--- src/rtl/calcPkg.sv ---
package calcPkg;
  typedef enum logic [1:0] {
    ST_IDLE  = 2'd0,
    ST_LOAD  = 2'd1,
    ST_CLEAR = 2'd2
  } calcState_t;

  typedef struct packed {
    logic load;
    logic clear;
  } regStrobe_t;
endpackage

--- src/rtl/calcBtnSync.sv ---
module calcBtnSync #(
  parameter int NUM_BTN = 2,
  parameter int STAGES  = 2
) (
  input  logic               clk,
  input  logic               rst,
  input  logic [NUM_BTN-1:0] btnIn,
  output logic [NUM_BTN-1:0] btnRise
);
  localparam int LAST = STAGES - 1;

  genvar g;
  for (g = 0; g < NUM_BTN; g++) begin : gBit
    logic [STAGES-1:0] chain;
    logic              prevLevel;

    always_ff @(posedge clk or posedge rst) begin
      if (rst) begin
        chain     <= '0;
        prevLevel <= 1'b0;
      end else begin
        chain     <= {chain[STAGES-2:0], btnIn[g]};
        prevLevel <= chain[LAST];
      end
    end

    assign btnRise[g] = chain[LAST] & ~prevLevel;
  end
endmodule

--- src/rtl/calcCtrl.sv ---
module calcCtrl
  import calcPkg::*;
(
  input  logic       clk,
  input  logic       rst,
  input  logic       addReq,
  input  logic       clrReq,
  output calcState_t state,
  output regStrobe_t strobe
);
  calcState_t stateNext;

  always_ff @(posedge clk or posedge rst) begin
    if (rst) state <= ST_IDLE;
    else     state <= stateNext;
  end

  always_comb begin
    stateNext = ST_IDLE;
    case (state)
      ST_IDLE: begin
        if (clrReq)      stateNext = ST_CLEAR;
        else if (addReq) stateNext = ST_LOAD;
        else             stateNext = ST_IDLE;
      end
      default: stateNext = ST_IDLE;
    endcase
  end

  always_comb begin
    strobe.load  = (state == ST_LOAD);
    strobe.clear = (state == ST_CLEAR);
  end
endmodule

--- src/rtl/calcDatapath.sv ---
module calcDatapath
  import calcPkg::*;
#(
  parameter int OPER_W = 4,
  parameter int RES_W  = 8
) (
  input  logic              clk,
  input  logic              rst,
  input  logic [OPER_W-1:0] opA,
  input  logic [OPER_W-1:0] opB,
  input  regStrobe_t        strobe,
  output logic [RES_W-1:0]  result
);
  localparam int PAD_W = RES_W - OPER_W;

  logic [RES_W-1:0] extA, extB, sum;

  assign extA = {{PAD_W{1'b0}}, opA};
  assign extB = {{PAD_W{1'b0}}, opB};
  assign sum  = extA + extB;

  always_ff @(posedge clk or posedge rst) begin
    if (rst)               result <= '0;
    else if (strobe.clear) result <= '0;
    else if (strobe.load)  result <= sum;
  end
endmodule

--- src/rtl/addCalc.sv ---
module addCalc
  import calcPkg::*;
#(
  parameter int OPER_W      = 4,
  parameter int RES_W       = 8,
  parameter int SYNC_STAGES = 2
) (
  input  logic              clk,
  input  logic              rst,
  input  logic              addBtn,
  input  logic              clearBtn,
  input  logic [OPER_W-1:0] opA,
  input  logic [OPER_W-1:0] opB,
  output logic [RES_W-1:0]  result,
  output logic [1:0]        fsmState
);
  logic [1:0] btnRise;
  calcState_t state;
  regStrobe_t strobe;

  calcBtnSync #(.NUM_BTN(2), .STAGES(SYNC_STAGES)) u_sync (
    .clk     (clk),
    .rst     (rst),
    .btnIn   ({clearBtn, addBtn}),
    .btnRise (btnRise)
  );

  calcCtrl u_ctrl (
    .clk    (clk),
    .rst    (rst),
    .addReq (btnRise[0]),
    .clrReq (btnRise[1]),
    .state  (state),
    .strobe (strobe)
  );

  calcDatapath #(.OPER_W(OPER_W), .RES_W(RES_W)) u_dp (
    .clk    (clk),
    .rst    (rst),
    .opA    (opA),
    .opB    (opB),
    .strobe (strobe),
    .result (result)
  );

  assign fsmState = state;
endmodule

--- config.mk ---
export PLATFORM = sky130hd
export DESIGN_NAME = addCalc
export DESIGN_NICKNAME = d
export VERILOG_FILES = /design/src/rtl/calcPkg.sv /design/src/rtl/calcBtnSync.sv /design/src/rtl/calcCtrl.sv /design/src/rtl/calcDatapath.sv /design/src/rtl/addCalc.sv
export SDC_FILE = /design/constraint.sdc
export NUM_CORES = 1
export LEC_CHECK = 0
export CORE_MARGIN = 4
export CORE_UTILIZATION = 40
export DETAILED_ROUTE_END_ITERATION = 6
export HOLD_SLACK_MARGIN = 0.06
export PLACE_DENSITY = 0.7
export SLEW_MARGIN = 40
export SYNTH_ARGS = -nofsm -noshare
export SYNTH_HDL_FRONTEND = slang
export SYNTH_SLANG_ARGS = --single-unit
export TNS_END_PERCENT = 30
--- constraint.sdc ---
create_clock -name clk -period 1.7 [get_ports clk]
set_input_delay 0.34 -clock clk [delete_from_list [all_inputs] [get_ports clk]]
set_output_delay 0.34 -clock clk [all_outputs]
set_load 0.05 [all_outputs]
== Word level (Yosys, flattened, before mapping) ==
Cells that the tools add are included.
Word-level totals
  register bits after elaboration: 16
  input port bits: 12
  output and inout port bits: 10
  word-level logic and storage cells: 20
Cells by class
  $add $sub $neg: 1
  equality and inequality tests: 2
  multiplexer cells: 5
  bitwise operators: 4
  reduce and logical (&&, ||, !) cells: 2
Operator list (number)
  two-way mux 8 bit: 2
  adder 4 x 4 -> 5 bit: 1
  two-way mux 2 bit: 2
  AND 1 bit: 2
  == test 2 x 1 -> 1 bit (second input constant): 1
  == test 2 bit (second input constant): 1
  logical NOT 2 bit: 1
  inverter 1 bit: 2
  nonzero test 2 bit: 1
  two-way mux 1 bit: 1

== Logic depth before layout (Yosys ltp) ==
  depth after elaboration: 5
  mapped depth: 7
  depth with buffers taken out: 7

== Cells and area by module ==
Synthesis repeated with hierarchy kept, for this count alone.
Unflattened totals
  cells, all modules: 56
  area total of the unflattened synthesis: 655.6 um^2
By module, submodules not included
  calcDatapath: times used 1, cells each 40, area an instance 380.4 um^2, sequential area each 125.1 um^2
  calcBtnSync: times used 1, cells each 9, area an instance 181.4 um^2, sequential area each 150.1 um^2
  calcCtrl: times used 1, cells each 7, area an instance 93.8 um^2, sequential area each 50.0 um^2

== Worst setup path before layout ==
Ideal clock, no wire load.
  path kind: register to register
  start: register u_ctrl.state[0]
  end: register u_dp.result[1]
  setup time: 0.125 ns
  arrival: 1.448 ns
  required time: 1.575 ns
  slack: 0.127 ns
  stages on the path, launching flop included: 4
  path buffers: 0
  cells stage by stage: dfrtp_1 inv_1 ha_1 mux2_2
Between the ends
  cells in the longest elaborated chain, start to end: 2
  elaborated cells on any way between the ends: 4
  those cells by class: 2 x eq/ne; 1 x mux; 1 x reduce/logical
RTL lines
  start: declaration: line calcCtrl.sv:8  | output calcState_t state,
  start signal: assignment: line calcCtrl.sv:15  | else state <= stateNext;
  == test 2 bit or == test 2 x 1 -> 1 bit (tied branches): line calcCtrl.sv:32, calcCtrl.sv:31
  two-way mux 8 bit or nonzero test 2 bit (tied branches)
  end signal: assignment: line calcDatapath.sv:25  | else if (strobe.load) result <= sum;
  end: declaration: line calcDatapath.sv:12  | output logic [RES_W-1:0] result
Several ways; a longest one is shown, not always the timed one.
A chain may end at the register's enable or synchronous reset.

== Worst setup path after layout ==
  start: input opA[1]
  end: register u_dp.result[1]
Between the ends
  cells in the longest elaborated chain, start to end: 3
RTL lines
  start: declaration: line addCalc.sv:12  | input logic [OPER_W-1:0] opA,
  adder 4 x 4 -> 5 bit: line calcDatapath.sv:20  | assign sum = extA + extB;
  two-way mux 8 bit: line calcDatapath.sv:25
  two-way mux 8 bit: line calcDatapath.sv:24  | else if (strobe.clear) result <= '0;
Every way passes these cells. The select of a mux whose other input is x is not followed.

==> summary.txt <==
Clock tree
  – Clock Latency Late Sink: 0.27 ns
  – CTS Hold Buffers Added: 0
  – Clock sink count: 13
  – Clock Pin Slew Worst Setup and Hold Paths: 0.08 ns
  – CTS tree: built
  – H-tree levels: 1
  – Inserted Clock Buffers: 3
  – CTS root buffer: clkbuf_4
  – Clk buf depth: 2

Global routing
  – GR Overflow Total: 0
  – GRT Util Overall: 12.5%
  – First-pass GRT wire length: 1.86 mm
  – Initial antenna violation count: 0
  – Vias in the first global route: 416
  – Largest net degree at the start of global routing: 14

Synthesis
  – Mapped Cells: 53
  – #FFs+latches synth: 13
  – Post-synthesis area per instance: 11.5 sq um
  – YS warnings: 0
  – Synthesized area: 608 sq um
  – Register area share after synthesis: 53.5%
  – Synth unique cells: 20

Routing
  – Iter 0 DRT Violations: 6
  – Routed wl met2: 544 microns
  – Final wirelength: 1.10 mm
  – Via Count: 417
  – Top routing layer used: met3
  – Routed Antenna Nets: 0
  – Avg WL per Cell: 12.2 microns
  – DR WL met3: 79 microns
  – Drt drc: 0
  – Vias per cell: 4.63
  – Drt first pass iters: 4
  – M1 wire length: 470 microns

Floorplanning
  – Initial Util: 44.5%
  – Die area: 2210 sq um
  – Core area: 1370 sq um
  – Die Y: 47.0 microns
  – Row count: 13
  – Ports: 22
  – Die W: 47.0 microns

Worst setup path
  – FF-to-FF End: u_dp.result[2]
  – Startpoint types: input port
  – R2r setup slk: 0.34 ns
  – Worst Path Required: 1.86 ns
  – Crit Path Max Fanout: 2
  – Crit Path Class: in -> reg
  – CP endpoint kind: flop
  – R2R cell count: 4
  – Reg2reg start: u_ctrl.state[1]
  – CP arrival: 1.74 ns

Run status
  – Status: finished clean

Final layout
  – Post-route insts no fill: 90
  – Antenna cells: 0
  – Share of layout cells above drive strength 1: 21.3%
  – Number of nets in the layout: 95
  – Layout area overhead: 34.6%
  – Register area: 325 sq um
  – Multi-input logic area: 235 sq um
  – Fill count: 127

Hold path
  – Hold Path End: u_sync.gBit[1].chain[1]
  – Hold Path Origin: u_sync.gBit[1].chain[0]
  – WHS Path Cells: 0
  – Hold WC Path Type: reg -> reg

STA
  – Final setup TNS: 0 ns
  – Period utilization: 93.0%
  – Clock skew: 0.00301 ns
  – Slew Viols, Final: 0
  – Endpoints failing hold: 0
  – Unrepaired setup endpoints after global routing: false
  – Peak Freq: 632 MHz
  – Worst Slack Setup Final: 0.119 ns
  – Setup Viol. Count Final: 0
  – Min Clock Period, post-route: 1.58 ns

Power
  – Maximum vdd ir drop: 0.000782 V
  – Sw frac: 37.7%
  – Comb pwr share: 38.1%
  – Leakage: 0.421 nW
  – Power share of the sequential group: 41.7%
  – Tot Pwr: 0.906 mW
  – Clock group share of total power: 20.3%
  – Int Pwr: 0.565 mW
  – Cell Pwr Density: 1110 nW/um^2
  – Switching power: 0.341 mW

Placed design
  – Post-placement cell count: 85
  – Dpl hpwl: 864 microns
  – Port Buffer Count: 18
  – GPL Wtd Cong: 0.665
  – Dpl ws: -0.265 ns

Job
  – Max_cap viols: 0
-- power groups by stage --
| stage | logic [mW] | registers (mW) | clock network [mW] |
|---|---|---|---|
| floorplan | 0.104 | 0.515 | 0 |
| global placement | 0.339 | 0.381 | 0 |
| detailed placement | 0.341 | 0.383 | 0 |
| CTS | 0.343 | 0.378 | 0.190 |
| global route | 0.371 | 0.383 | 0.206 |
| finish | 0.345 | 0.378 | 0.183 |
-- per-stage QoR --
stage | hold WS [ns] | utilization, % | area (sq um)
floorplan | 0.217 | - | 616
global placement | 0.332 | 56.7 | 774
detailed placement | 0.336 | 56.7 | 774
CTS | 0.353 | 58.6 | 801
global route | 0.354 | 59.9 | 818
finish | 0.351 | 59.9 | 818
-- per-layer routing --
layer,vias to the layer above,global-route usage [%]
li1,206,-
met1,197,16.1
met2,14,19.2
met3,0,4.60
met4,0,4.97
met5,-,0
-- cell families after synthesis --
logic type | share of synthesized area [%]
and+or+nand+nor | 8.64
xor gates and xnor gates | 1.44
other | 0.617
AOI/OAI and AO/OA | 8.44
muxes | 1.85
DFF | 53.5
adders and majority gates | 15.6
buffers and inverters | 9.88
-- cell usage in the layout (no fill, tap or decap), drive strengths merged --
master	n
dfrtp	13
inv	10
clkdlybuf4s50	9
buf	8
ha	6
clkbuf	4
o22ai	3
conb	3
nor2	2
nor2b	2
nand2	2
dlymetal6s2s	2
mux2	1
and2b	1
nand2b	1
o32ai	1
a21o	1
a21oi	1
xor2	1
nor3	1
and2	1
o21a	1
fa	1
-- worst max path at each step --
stage / startpoint / endpoint / slack, ns
floorplan: u_ctrl.state[0] / u_dp.result[1] / 0.13
global placement: opA[0] / u_dp.result[1] / -0.21
detailed placement: opA[0] / u_dp.result[4] / -0.26
CTS: opA[0] / u_dp.result[2] / 0.005
global route: opA[1] / u_dp.result[4] / 0.02
finish: opA[1] / u_dp.result[1] / 0.12
-- flip-flops by register name (all words and copies together), names as in the netlist --
register	cells
u_dp.result	5
u_ctrl.state	2
u_sync.gBit.prevLevel	2
u_sync.gBit.chain	4
-- layout make-up --
cell class	instances	share of cell area, %
Clock buffer	4	3.21
Inverter	10	4.59
Multi-Input combinational cell	29	28.7
Sequential cell	13	39.8
Tap cell	15	2.29
Timing Repair Buffer	19	21.4
-- cell usage after synthesis, drive strengths merged --
cell,count,area (sq um)
ha,6,75.1
dfrtp,13,325
mux2,1,11.3
buf,3,22.5
xor2,1,8.76
a21o,1,7.51
o22ai,3,18.8
nand2b,1,6.26
and2b,1,7.51
and2,1,6.26
nor2b,2,12.5
nor2,2,7.51
conb,1,3.75
nor3,1,5.00
a21oi,1,8.76
fa,1,20.0
o32ai,1,8.76
inv,10,37.5
o21a,1,7.51
nand2,2,7.51
-- critical path, cell delays in order --
cell and delay, ns:
clkdlybuf4s50_1 0.49, inv_1 0.07, fa_2 0.55, nor2_1 0.04, mux2_2 0.25
-- what timing repair did --
action | in CTS | in global routing
setup endpoints to repair | 0 | 2
setup buffers | 0 | 1
gates resized for setup | 0 | 5
Note: power is estimated with default switching activity, not from simulation.
